==> src/rtl/baud_tick_pkg.sv <==
package baud_tick_pkg;

  typedef enum logic {
    SEL_LO = 1'b0,
    SEL_HI = 1'b1
  } div_sel_e;

  // oversample ticks per bit for the selected speed
  function automatic int unsigned ratio_for(input logic dbl, input int unsigned n_norm,
                                            input int unsigned n_dbl);
    return dbl ? n_dbl : n_norm;
  endfunction

  // clocks between oversample ticks for a divisor
  function automatic int unsigned os_period(input int unsigned div);
    return div + 1;
  endfunction

endpackage

==> src/rtl/baud_div_regs.sv <==
module baud_div_regs
  import baud_tick_pkg::*;
#(
  parameter int DIV_W  = 12,
  parameter int DATA_W = 8
) (
  input  logic              clk,
  input  logic              rst_n,
  input  logic              wr_en,
  input  logic              wr_sel,
  input  logic [DATA_W-1:0] wr_data,
  output logic [DIV_W-1:0]  divisor,
  output logic              load,
  output logic [DIV_W-1:0]  load_val
);

  logic [DATA_W-1:0] hi_stage;
  logic              hi_wr;

  assign hi_wr    = wr_en && (div_sel_e'(wr_sel) == SEL_HI);
  assign load     = wr_en && (div_sel_e'(wr_sel) == SEL_LO);
  assign load_val = DIV_W'({hi_stage, wr_data});

  always_ff @(posedge clk) begin
    if (!rst_n) begin
      hi_stage <= '0;
      divisor  <= '0;
    end else begin
      if (hi_wr) hi_stage <= wr_data;
      if (load)  divisor  <= load_val;
    end
  end

  AST_HI_ONLY_STAGES: assert property (@(posedge clk) disable iff (!rst_n)
    hi_wr |=> $stable(divisor));

endmodule

==> src/rtl/baud_prescaler.sv <==
module baud_prescaler #(
  parameter int DIV_W = 12
) (
  input  logic             clk,
  input  logic             rst_n,
  input  logic [DIV_W-1:0] divisor,
  input  logic             load,
  input  logic [DIV_W-1:0] load_val,
  output logic             os_tick
);

  logic [DIV_W-1:0] cnt;
  logic             underflow;

  assign underflow = (cnt == '0);
  assign os_tick   = underflow;

  always_ff @(posedge clk) begin
    if (!rst_n)         cnt <= '0;
    else if (load)      cnt <= load_val;
    else if (underflow) cnt <= divisor;
    else                cnt <= cnt - 1'b1;
  end

  AST_RELOAD_ON_WRITE: assert property (@(posedge clk) disable iff (!rst_n)
    load |=> (cnt == $past(load_val)));
  AST_UNDERFLOW_RELOAD: assert property (@(posedge clk) disable iff (!rst_n)
    (underflow && !load) |=> (cnt == divisor));
  AST_CNT_IN_RANGE: assert property (@(posedge clk) disable iff (!rst_n)
    cnt <= divisor);

endmodule

==> src/rtl/baud_os_divider.sv <==
module baud_os_divider
  import baud_tick_pkg::*;
#(
  parameter int OS_NORM = 16,
  parameter int OS_DBL  = 8
) (
  input  logic clk,
  input  logic rst_n,
  input  logic clear,
  input  logic dbl_speed,
  input  logic os_tick,
  output logic bit_tick
);

  localparam int PH_W = (OS_NORM > 1) ? $clog2(OS_NORM) : 1;

  logic [PH_W-1:0] phase;
  logic [PH_W-1:0] last_phase;
  logic            wrap;

  assign last_phase = PH_W'(ratio_for(dbl_speed, OS_NORM, OS_DBL) - 1);
  assign wrap       = (phase >= last_phase);
  assign bit_tick   = os_tick && wrap;

  always_ff @(posedge clk) begin
    if (!rst_n)       phase <= '0;
    else if (clear)   phase <= '0;
    else if (os_tick) phase <= wrap ? '0 : phase + 1'b1;
  end

  AST_BIT_ON_OS: assert property (@(posedge clk) disable iff (!rst_n)
    bit_tick |-> os_tick);
  AST_CLEAR_PHASE: assert property (@(posedge clk) disable iff (!rst_n)
    clear |=> (phase == '0));
  AST_BIT_RESTARTS: assert property (@(posedge clk) disable iff (!rst_n)
    (bit_tick && !clear) |=> (phase == '0));

endmodule

==> src/rtl/baud_tick_gen.sv <==
module baud_tick_gen #(
  parameter int DIV_W   = 12,
  parameter int DATA_W  = 8,
  parameter int OS_NORM = 16,
  parameter int OS_DBL  = 8
) (
  input  logic              clk,
  input  logic              rst_n,
  input  logic              wr_en,
  input  logic              wr_sel,
  input  logic [DATA_W-1:0] wr_data,
  input  logic              dbl_speed,
  output logic              os_tick,
  output logic              bit_tick
);

  logic [DIV_W-1:0] divisor;
  logic [DIV_W-1:0] load_val;
  logic             load;

  baud_div_regs #(.DIV_W(DIV_W), .DATA_W(DATA_W)) u_regs (
    .clk(clk), .rst_n(rst_n), .wr_en(wr_en), .wr_sel(wr_sel), .wr_data(wr_data),
    .divisor(divisor), .load(load), .load_val(load_val)
  );

  baud_prescaler #(.DIV_W(DIV_W)) u_pre (
    .clk(clk), .rst_n(rst_n), .divisor(divisor), .load(load),
    .load_val(load_val), .os_tick(os_tick)
  );

  baud_os_divider #(.OS_NORM(OS_NORM), .OS_DBL(OS_DBL)) u_osd (
    .clk(clk), .rst_n(rst_n), .clear(load), .dbl_speed(dbl_speed),
    .os_tick(os_tick), .bit_tick(bit_tick)
  );

endmodule

==> config.mk <==
export PLATFORM = sky130hd
export DESIGN_NAME = baud_tick_gen
export DESIGN_NICKNAME = d
export VERILOG_FILES = /design/src/rtl/baud_tick_pkg.sv /design/src/rtl/baud_div_regs.sv /design/src/rtl/baud_prescaler.sv /design/src/rtl/baud_os_divider.sv /design/src/rtl/baud_tick_gen.sv
export SDC_FILE = /design/constraint.sdc
export NUM_CORES = 1
export LEC_CHECK = 0
export ABC_AREA = 1
export BUFFER_PORTS_ARGS = -buffer_cell sky130_fd_sc_hd__buf_2
export CAP_MARGIN = 15
export CORE_MARGIN = 10
export CORE_UTILIZATION = 40
export CTS_CLUSTER_SIZE = 14
export DETAILED_ROUTE_END_ITERATION = 12
export GPL_ROUTABILITY_DRIVEN = 0
export GPL_TIMING_DRIVEN = 0
export PLACE_DENSITY_LB_ADDON = 0.1
export SKIP_LAST_GASP = 1
export SYNTH_ARGS = -nofsm -noshare
export SYNTH_HDL_FRONTEND = slang
export SYNTH_SLANG_ARGS = --single-unit
==> constraint.sdc <==
create_clock -name clk -period 1.8 [get_ports clk]
set_input_delay 0.09 -clock clk [delete_from_list [all_inputs] [get_ports clk]]
set_output_delay 0.09 -clock clk [all_outputs]
set_load 0.03 [all_outputs]
## Word-level counts from Yosys, hierarchy flattened

Index checks and enable logic that the tools add are counted.

- Flip-flop bits (word level): 32
- Input port bits: 13
- Output and inout port bits: 2
- Logic and storage cells: 19

- Add/sub/neg operators: 3
- Order comparisons: 1
- Multiplexer cells: 4
- Bitwise logic cells: 2
- Reductions and logical operators: 5

Operators with widths:

| operator | number |
|---|---|
| two-way mux 12 bit | 2 |
| logical NOT 12 bit | 1 |
| subtractor 12 x 1 -> 12 bit, second input constant | 1 |
| two-way mux 4 bit | 2 |
| adder 4 x 1 -> 4 bit, second input constant | 1 |
| greater-or-equal comparator 4 bit | 1 |
| subtractor 4 x 1 -> 4 bit, second input constant | 1 |
| logical AND 1 bit | 3 |
| inverter 1 bit | 2 |
| OR reduction 2 bit | 1 |

## Longest topological paths before layout

Gate-level depths: netlist of run 1.

- Depth after elaboration: 4
- Gate-level depth with buffers: 9
- Gate-level depth less buffers: 9

## Hierarchy

From an unflattened synthesis of run 1, not the netlist that was laid out.

- Cell total of the unflattened synthesis: 296
- Area total of the unflattened synthesis: 1938.1 um2

By module, submodules not included:

| module | instances | cells each | area an instance (um2) | sequential area each (um2) |
|---|---|---|---|---|
| baud_prescaler | 1 | 159 | 958.4 | 240.2 |
| baud_div_regs | 1 | 105 | 750.7 | 320.3 |
| baud_os_divider | 1 | 32 | 229.0 | 80.1 |

## Least setup slack after synthesis of run 1

No wires, ideal clock.

- Path kind: register to output
- Start point: reg u_pre.cnt[0]
- End point: out bit_tick
- Arrival: 1466 ps
- Required time: 1710 ps
- Path slack: 244 ps
- Cell stages (with the launch flop): 8
- Path buffers: 1
- Cell sequence: dfxtp_1 inv_1 ha_1 nand3_1 nor2_4 nand2_4 buf_6 nor2_1

- Longest elaborated chain between the ends: 2

Ends and longest elaborated chain:

| item | RTL line | RTL |
|---|---|---|
| start: declaration | baud_prescaler.sv:12 | `logic [DIV_W-1:0] cnt;` |
| start signal: assignment | baud_prescaler.sv:20 | `else if (load) cnt <= load_val;` |
| start signal: assignment | baud_prescaler.sv:21 | `else if (underflow) cnt <= divisor;` |
| start signal: assignment | baud_prescaler.sv:22 | `else cnt <= cnt - 1'b1;` |
| logical NOT 12 bit | baud_prescaler.sv:15 | `assign underflow = (cnt == '0);` |
| logical AND 1 bit | baud_os_divider.sv:23 | `assign bit_tick = os_tick && wrap;` |
| end: declaration | baud_tick_gen.sv:14 | `output logic bit_tick` |

No other way between the ends.

## Worst setup path after layout of run 1

- Start point: reg u_pre.cnt[4]
- End point: out bit_tick

The elaborated chain is that of the path after synthesis.

==> results of run 1 <==
## final cells by class
class                           count  area (um2)  share of cell area (%)
Inverter                           30         113                    5.94
Clock buffer                        6        82.6                    4.36
Clock inverter                      2        15.0                   0.792
Multi-Input combinational cell    177         870                    45.9
Timing Repair Buffer               14        75.1                    3.96
Buffer                              6        37.5                    1.98
Tap cell                           50        62.6                    3.30
Sequential cell                    32         641                    33.8
## how the worst max path moves through the flow
stage | slack, ns | to | cells after the start
6_report | 0.12 | bit_tick | 7
2_1_floorplan | 0.24 | bit_tick | 7
4_1_cts | 0.02 | bit_tick | 8
3_3_place_gp | 0.20 | bit_tick | 8
3_5_place_dp | 0.17 | bit_tick | 8
5_1_grt | 0.003 | bit_tick | 7
## kinds of logic after synthesis
kind of cell / after synthesis / synth area share, %
AND/OR/NAND/NOR: 145 / 39.4
buffers and inverters: 36 / 9.14
flip-flops: 32 / 39.0
AO/OA/AOI/OAI: 26 / 8.38
adder cells (fa/ha/maj): 4 / 3.05
XOR/XNOR: 2 / 1.07
## worst max-delay path: cells and delay by family (launching register included)
family	cells	cell delay (ns)
and+or+nand+nor	4	0.50
DFF	1	0.34
buffers and inverters	3	0.47
## state kept, by name, indices dropped and copies added (netlist names)
name / count
u_pre.cnt: 12
u_regs.divisor: 12
u_osd.phase: 4
u_regs.hi_stage: 4
## metal layers
metal  global-route usage (%)  part of all wire, %  vias to the layer above
met1                     13.1                   50                      632
li1                         -                    -                      816
met2                     17.2                   45                       24
met4                     3.65                 0.59                        0
met3                     4.10                  4.7                        2
met5                        0                    0                        -
## cell usage after synthesis
cell,n
a21oi_1,7
a21oi_2,2
buf_2,3
buf_4,1
buf_6,1
clkbuf_1,1
dfxtp_1,32
ha_1,4
inv_1,28
inv_2,2
nand2_1,66
nand2_2,1
nand2_4,2
nand3_1,29
nand4_1,5
nor2_1,33
nor2_2,5
nor2_4,2
nor3_2,1
o21ai_0,16
o21ai_1,1
or2_2,1
xor2_1,2
## cells in the final DEF, fill, tap and decap left out, types with 2 or more instances in the layout
master / netlist / layout
nand2_1: 66 / 66
nor2_1: 33 / 33
dfxtp_1: 32 / 32
nand3_1: 29 / 28
inv_1: 28 / 26
o21ai_0: 16 / 16
buf_2: 3 / 15
a21oi_1: 7 / 7
clkbuf_8: 0 / 6
nor2_2: 5 / 5
nand4_1: 5 / 5
inv_2: 2 / 4
buf_4: 1 / 3
ha_1: 4 / 3
nor2_4: 2 / 2
nand2_4: 2 / 2
xor2_1: 2 / 2
a21oi_2: 2 / 2
clkinvlp_4: 0 / 2
## power breakdown
part / internal [mW] / leakage (nW) / switching, mW
registers: 0.824 / 0.262 / 0.101
logic: 0.457 / 0.667 / 0.786
clock network: 0.309 / 0.0434 / 0.279
total: 1.59 / 0.972 / 1.17
## through the flow
stage | power [mW] | std cells | instance area, um2
after global placement | 2.14 | 308 | 1770
after floorplan | 1.88 | 245 | 1640
after CTS | 2.78 | 317 | 1890
after global routing | 3.01 | 317 | 1900
final | 2.76 | 317 | 1900
after detailed placement | 2.14 | 308 | 1770
## repair_timing
item,CTS,global route
resized for setup,5,1
setup buffers,1,0
pin swaps,0,2
endpoints found under the setup margin,2,2
==> out/qor.yml, run 1 <==
tns_ns: 0
crit_path_end_kind: "output pin"
finalSetupViolCount: 0
start_kind: "flop"
drt_wl_total_um: 3740
syn_avg_cell_area_um2: 6.71
powerDensity_mw_per_mm2: 1450
clock_sinks: 32
fin_ws_ns: 0.124
drive_above_1_share_pct: 17.6
nets: 283
hold-path-cell-count: 3
syn-num-nets: 262
path_max_fanout: 10
skew_ns: 0.00716
vdd_drop_max_mv: 0.581
fin_crit_sh_pct: 93.1
cts_buffer_depth: 2
startpoint: "u_pre.cnt[4]$_SDFF_PN0_"
cp.required_ns: 1.71
synthTopCellsByArea: "dfxtp_1 (39%), nand2_1 (15%), nand3_1 (8.8%), nor2_1 (7.5%), inv_1 (6.4%)"
grt_overflow_total: 0
cts_tree: "built"
cts_buffers: 5
finalMaxSlewViolations: 0
min_path_type: "in2reg"
max_freq_mhz: 597
antenna_found_initial: 0
final_core_util_pct: 47.4
slew-limit-headroom_pct: 73.6
crit_path_cell_trace: "nor2_2, nand2_1, inv_1, nand2_4, buf_6, nor2_1, buf_4"
cpPeakStageDelay_ns: 0.34
ant_nets: 0
clk_pin_slew_ns: 0.07
synth_cell_types: 23
r2r_setup_slack_ns: 0.36
die_h_um: 84.1
drc: 0
synth_area_mm2: 0.00164
drv_cap: 0
ys_ff_latch: 32
holdPathEnd: "u_regs.hi_stage[3]$_SDFFE_PN0P_"
place_hpwl_um: 2910
core_mm2: 0.00400
status: "finished, final reports clean"
drt-pass1-iter-count: 4
seq_area_frac_synth_pct: 39.0
synth_area_leader_cell: "dfxtp_1"
postCtsHoldBufs: 0
grt_pass1_vias: 1421
reg2reg_to: "u_pre.cnt[10]$_SDFF_PN0_"
p_leak_nw: 0.972
area_growth_pct: 15.4
synth_cells: 245
die_area_mm2: 0.00707
grt_max_degree: 12
initial_core_util_pct: 41.1
route.vias.total: 1474
worst_slew_pin_slew_ns: 0.395
min_from: "wr_data[3]"
portBuffers: 13
vias_per_cell: 4.65
h-tree-depth: 2
root_buffer: "clkbuf_8"
wl_per_cell_um: 11.8
post-place-ws_ns: 0.168
reg2regPathDepth: 9
grtUsageTotal_pct: 10.9
slowest_stage: "dfxtp_1"
num_rows: 23
timing.hold.ws_ns: 0.0834
crit_type: "reg2out"
n_antenna_cell: 0
ys_warn_count: 0
finalHoldViolCount: 0
nFillCells: 439
ios: 15
clk_latency_ns: 0.28
worstPathArrival_ns: 1.59
grt_pass1_wl_um: 6350
die_w_um: 84.1
r2r_start: "u_pre.cnt[0]$_SDFF_PN0_"
netlist.area_leader.share_pct: 39.0
drt-initial-drc-count: 68
rsz0062_at_grt: "false"
min_period_ns: 1.68
(Power assumes the default switching activity.)
==> run 2: changes to the inputs <==
- clock period: 1.8 -> 1.5 ns (I/O delays scaled with it)
==> run 2 against run 1 <==
Effect of this change: sequential share of layout area fell by 0.99 points; hold slack got worse by 0.037 ns; global-route usage barely moved; sequential cell count did not move; power rose by 24%; clock skew fell by 0.0035 ns; sequential power rose by 21%; count of clock-buffer cells in the layout did not move; routed wire length rose by 1.6%; utilization rose by 1.8 points; largest cell class unchanged.
==> out/qor.yml, run 2 (synthesized netlist as in run 1, its figures left out) <==
status: "finished, final reports clean"
total_power_mw: 3.42
finalMaxSlewViolations: 0
p_leak_nw: 0.983
finalSetupViolCount: 0
final_common_cell: "nand2_1"
hold-path-cell-count: 3
die_h_um: 84.1
drv_cap: 0
cp.required_ns: 1.42
place_hpwl_um: 2880
ant_nets: 0
vdd_drop_max_mv: 0.845
root_buffer: "clkbuf_8"
min_from: "wr_data[6]"
multi_input_area_um2: 921
drt-initial-drc-count: 70
cts_buffer_depth: 2
clk_pin_slew_ns: 0.06
h-tree-depth: 2
seq_area_um2: 646
antenna_found_initial: 0
start_kind: "flop"
grtUsageTotal_pct: 10.9
worstPathArrival_ns: 1.39
n_antenna_cell: 0
vias_per_cell: 4.70
grt_pass1_vias: 1474
finalHoldViolCount: 0
slew-limit-headroom_pct: 77.5
drive_above_1_share_pct: 21.2
die_w_um: 84.1
holdPathEnd: "u_pre.cnt[6]$_SDFF_PN0_"
min_path_type: "in2reg"
postCtsHoldBufs: 0
nFillCells: 431
max_freq_mhz: 682
reg2reg_to: "u_pre.cnt[5]$_SDFF_PN0_"
fin_crit_sh_pct: 97.7
num_rows: 23
crit_path_end_kind: "output pin"
core_mm2: 0.00400
initial_core_util_pct: 41.1
reg_top3: "u_pre.cnt: 12 flops, u_regs.divisor: 12 flops"
area_growth_pct: 19.8
die_area_mm2: 0.00707
rsz0062_at_grt: "true"
grt_max_degree: 11
drc: 0
cts_buffers: 5
reg2regPathDepth: 9
wl_per_cell_um: 11.9
tns_ns: 0
clock_sinks: 32
worst_slew_pin_slew_ns: 0.337
portBuffers: 13
path_max_fanout: 7
crit_type: "reg2out"
drt_wl_total_um: 3800
r2r_setup_slack_ns: 0.10
cts_tree: "built"
nets: 286
ios: 15
grt_pass1_wl_um: 6430
mostFrequentLayoutCells: "nand2_1 (65), nor2_1 (31), nand3_1 (28), dfxtp_1 (28), inv_1 (25)"
min_period_ns: 1.47
clk_latency_ns: 0.28
route.vias.total: 1498
grt_overflow_total: 0
drt-pass1-iter-count: 4
r2r_start: "u_pre.cnt[2]$_SDFF_PN0_"
timing.hold.ws_ns: 0.0466
powerDensity_mw_per_mm2: 1740
skew_ns: 0.00367
==> run 2: cell types whose count changed in the layout (fill, tap and decap cells not counted), moves of 2 or more <==
| cell | previous run | this run |
|---|---|---|
| nor2_1 | 33 | 31 |
| dfxtp_1 | 32 | 28 |
| clkinvlp_4 | 2 | 0 |
| dfxtp_2 | 0 | 4 |
| nand2_8 | 0 | 2 |
==> run 2: worst max path at each step <==
stage	start	slack, ns	endpoint
5_1_grt	u_pre.cnt[0]$_SDFF_PN0_	-0.03	bit_tick
3_3_place_gp	u_pre.cnt[0]$_SDFF_PN0_	-0.02	bit_tick
4_1_cts	u_osd.phase[3]$_SDFFE_PP0P_	0.0007	bit_tick
3_5_place_dp	u_pre.cnt[0]$_SDFF_PN0_	-0.02	bit_tick
6_report	u_pre.cnt[2]$_SDFF_PN0_	0.03	bit_tick
2_1_floorplan	u_pre.cnt[0]$_SDFF_PN0_	0.1	bit_tick
==> run 2: power breakdown <==
group | leakage (nW) | switching (mW) | total [mW] | internal [mW]
clock network | 0.0410 | 0.297 | 0.612 | 0.315
registers | 0.264 | 0.127 | 1.12 | 0.994
logic | 0.678 | 1.03 | 1.68 | 0.652
total | 0.983 | 1.45 | 3.42 | 1.96
==> run 2: metal layers <==
metal,GRT usage (%),routed length (um)
met1,12.9,1830
met2,17.6,1730
met3,3.32,195
met4,4.41,40
met5,0,0
==> run 2: worst max-delay path, cell delays in order (launching register included) <==
cell	delay (ns)
dfxtp_1	0.36
nor2_4	0.21
nand2_2	0.09
nor2_4	0.14
nand2_8	0.09
nor2_4	0.08
buf_6	0.13
==> run 2: per-stage QoR <==
step / instances / area, um2 / util (%) / setup WS (ns)
2_1_floorplan: 245 / 1650 / - / 0.0983
3_3_place_gp: 308 / 1770 / 44.3 / -0.0187
3_5_place_dp: 308 / 1770 / 44.3 / -0.0244
4_1_cts: 318 / 1910 / 47.8 / 0.000700
5_1_grt: 319 / 1970 / 49.2 / -0.0335
6_report: 319 / 1970 / 49.2 / 0.0338
==> run 2: cell type report <==
class	count	share of cell area (%)
Sequential cell	32	32.8
Clock buffer	6	3.69
Inverter	30	5.85
Multi-Input combinational cell	178	46.8
Buffer	5	1.34
Tap cell	50	3.18
Timing Repair Buffer	17	6.10
Clock inverter	1	0.254
==> run 2: repair_timing <==
action | 4_1_cts | 5_1_grt
setup buffers | 4 | 0
pin swaps | 3 | 3
gates resized for setup | 10 | 13
gates cloned | 0 | 1
setup endpoints to repair | 2 | 12
==> run 3: changes to the inputs <==
- ABC_AREA: 1 -> 0
==> run 3 against run 2 <==
Effect of this change: the run now ends with negative setup slack left; first-iteration DRC count up 44%; clock skew grew 0.00098 ns; via count increased by 5.0%; die area decreased by 1.3%; worst setup slack lost 0.16 ns; register-to-register slack worse by 0.23 ns; highest routed layer unchanged; largest cell class unchanged; sequential cell count did not move; largest power group unchanged; synthesized cell count shrank 21%.
==> out/qor.yml, run 3 <==
netlist.area_leader.share_pct: 39.7
dp.cells: 258
synth.most_common_cell: "nand2_1"
timing.hold.ws_ns: 0.0498
synth_area_leader_cell: "dfxtp_1"
wl_per_cell_um: 16.1
p_leak_nw: 0.856
grt_pass1_vias: 1600
drc: 0
synth_common_cells: "nand2_1 (37), dfxtp_1 (32), a21boi_0 (16), nand3_1 (15)"
initial_core_util_pct: 41.0
min_period_ns: 1.63
area_growth_pct: 35.9
die_area_mm2: 0.00698
cts_buffer_depth: 2
syn_avg_cell_area_um2: 8.33
slew-limit-headroom_pct: 59.1
antenna_found_initial: 0
root_buffer: "clkbuf_8"
num_rows: 23
postCtsHoldBufs: 0
clock_sinks: 32
synth-edff-count: 0
worstPathArrival_ns: 1.80
die_h_um: 83.5
nets: 251
clk_pin_slew_ns: 0.07
max_freq_mhz: 615
drive_above_1_share_pct: 30.6
path_max_fanout: 4
status: "finished with violations"
cts_buffers: 5
instances_no_fill: 285
placed_area_mm2: 0.00177
grt_pass1_wl_um: 7580
finalMaxSlewViolations: 0
rsz0062_at_grt: "true"
ios: 15
fin_crit_sh_pct: 108
grt_max_degree: 11
cts_tree: "built"
grt_overflow_total: 0
finalHoldViolCount: 0
synth_area_mm2: 0.00162
violations: "negative setup slack"
synthTopCellsByArea: "dfxtp_1 (40%), nand2_1 (8.6%), a21boi_0 (7.4%), nand3_1 (4.6%), ha_1 (3.1%)"
syn-num-nets: 211
h-tree-depth: 2
grtUsageTotal_pct: 12.9
skew_ns: 0.00465
ys_warn_count: 0
die_w_um: 83.5
place_hpwl_um: 3110
ys_ff_latch: 32
vias_per_cell: 5.52
synthFlopType: "dfxtp_1"
final_common_cell: "nand2_1"
finalInstanceArea_mm2: 0.00220
reg2regPathDepth: 4
cp.required_ns: 1.67
n_antenna_cell: 0
route.vias.total: 1573
min_path_type: "in2reg"
crit_type: "reg2reg"
finalSetupViolCount: 12
synth_cells: 194
start_kind: "flop"
synth_cell_types: 41
drt-pass1-iter-count: 4
clk_latency_ns: 0.29
async_flop_share_pct: 0
drt-initial-drc-count: 101
ant_nets: 0
core_mm2: 0.00394
worst_slew_pin_slew_ns: 0.613
drt_wl_total_um: 4600
powerDensity_mw_per_mm2: 1990
vdd_drop_max_mv: 0.731
mostFrequentLayoutCells: "nand2_1 (37), dfxtp_1 (26), buf_4 (17)"
portBuffers: 14
hold-path-cell-count: 3
fin_ws_ns: -0.127
seq_area_frac_synth_pct: 39.7
crit_path_end_kind: "flop"
drv_cap: 0
reg_top3: "u_pre.cnt: 12 flops, u_regs.divisor: 12 flops"
## run 3: cell count changes in the layout (fill, tap and decap cells not counted), moves of 14 or more
| cell | previous run | this run |
|---|---|---|
| nand3_1 | 28 | 14 |
| nor2_1 | 31 | 6 |
| a21boi_0 | 0 | 16 |
| nand2_1 | 65 | 37 |
| inv_1 | 25 | 3 |
## run 3: metal layers
layer | vias up | share of wire (%) | global-route usage [%]
met5 | - | 0 | 0
met4 | 0 | 1.9 | 4.87
met3 | 11 | 4.5 | 4.20
met2 | 43 | 50 | 21.8
met1 | 737 | 44 | 14.8
li1 | 782 | - | -
## run 3: layout make-up
cell class | count | area [um2]
fill | 356 | 1750
multi-input combinational | 146 | 1030
clock inverter | 1 | 30.0
buffer | 11 | 57.6
tap | 50 | 62.6
inverter | 5 | 23.8
timing repair buffer | 33 | 236
sequential | 32 | 656
clock buffer | 7 | 96.3
## run 3: repair_timing
| item | CTS | global route |
|---|---|---|
| pin swaps | 12 | 7 |
| setup endpoints to repair | 18 | 18 |
| resized for setup | 26 | 14 |
| setup buffers | 15 | 4 |
| cloned | 0 | 0 |
## run 3: cells by family (layout without fill, tap and decap cells)
family | count (synthesis) | in the layout | synth area share [%]
simple gates | 89 | 89 | 28.5
xor+xnor | 7 | 7 | 3.80
compound gates | 44 | 44 | 19.6
mux | 2 | 2 | 1.24
buf+inv | 16 | 57 | 4.11
fa+ha+maj | 4 | 4 | 3.10
flops | 32 | 32 | 39.7
## run 3: where the power goes
| part | internal, mW | leakage, nW | switching, mW |
|---|---|---|---|
| logic | 1.15 | 0.527 | 0.998 |
| registers | 1.05 | 0.264 | 0.267 |
| clock network | 0.586 | 0.0645 | 0.323 |
## run 3: path summary, 6_finish.rpt
check                                  start                              end  slack [ns]
max                  u_pre.cnt[4]$_SDFF_PN0_          u_pre.cnt[3]$_SDFF_PN0_       -0.13
min                               wr_data[7]   u_regs.divisor[7]$_SDFFE_PN0P_        0.05
max reg2reg          u_pre.cnt[4]$_SDFF_PN0_          u_pre.cnt[3]$_SDFF_PN0_       -0.13
min reg2reg  u_regs.divisor[11]$_SDFFE_PN0P_  u_regs.divisor[11]$_SDFFE_PN0P_        0.47
## run 3: per-stage QoR
stage | setup TNS [ns] | util, % | setup slack (ns) | total power [mW]
after global routing | -2.28 | 55.7 | -0.213 | 4.62
after global placement | -2.86 | 44.8 | -0.232 | 2.58
after CTS | -0.823 | 53.3 | -0.139 | 4.11
final | -0.724 | 55.7 | -0.127 | 4.38
after detailed placement | -2.98 | 44.8 | -0.228 | 2.63
after floorplan | 0 | - | 0.000529 | 2.29
## run 3: critical path, cell delays in order, from the launching register on
cell	delay (ns)
dfxtp_4	0.37
or4_4	0.56
nor3_4	0.20
a311oi_1	0.15
a211o_1	0.25
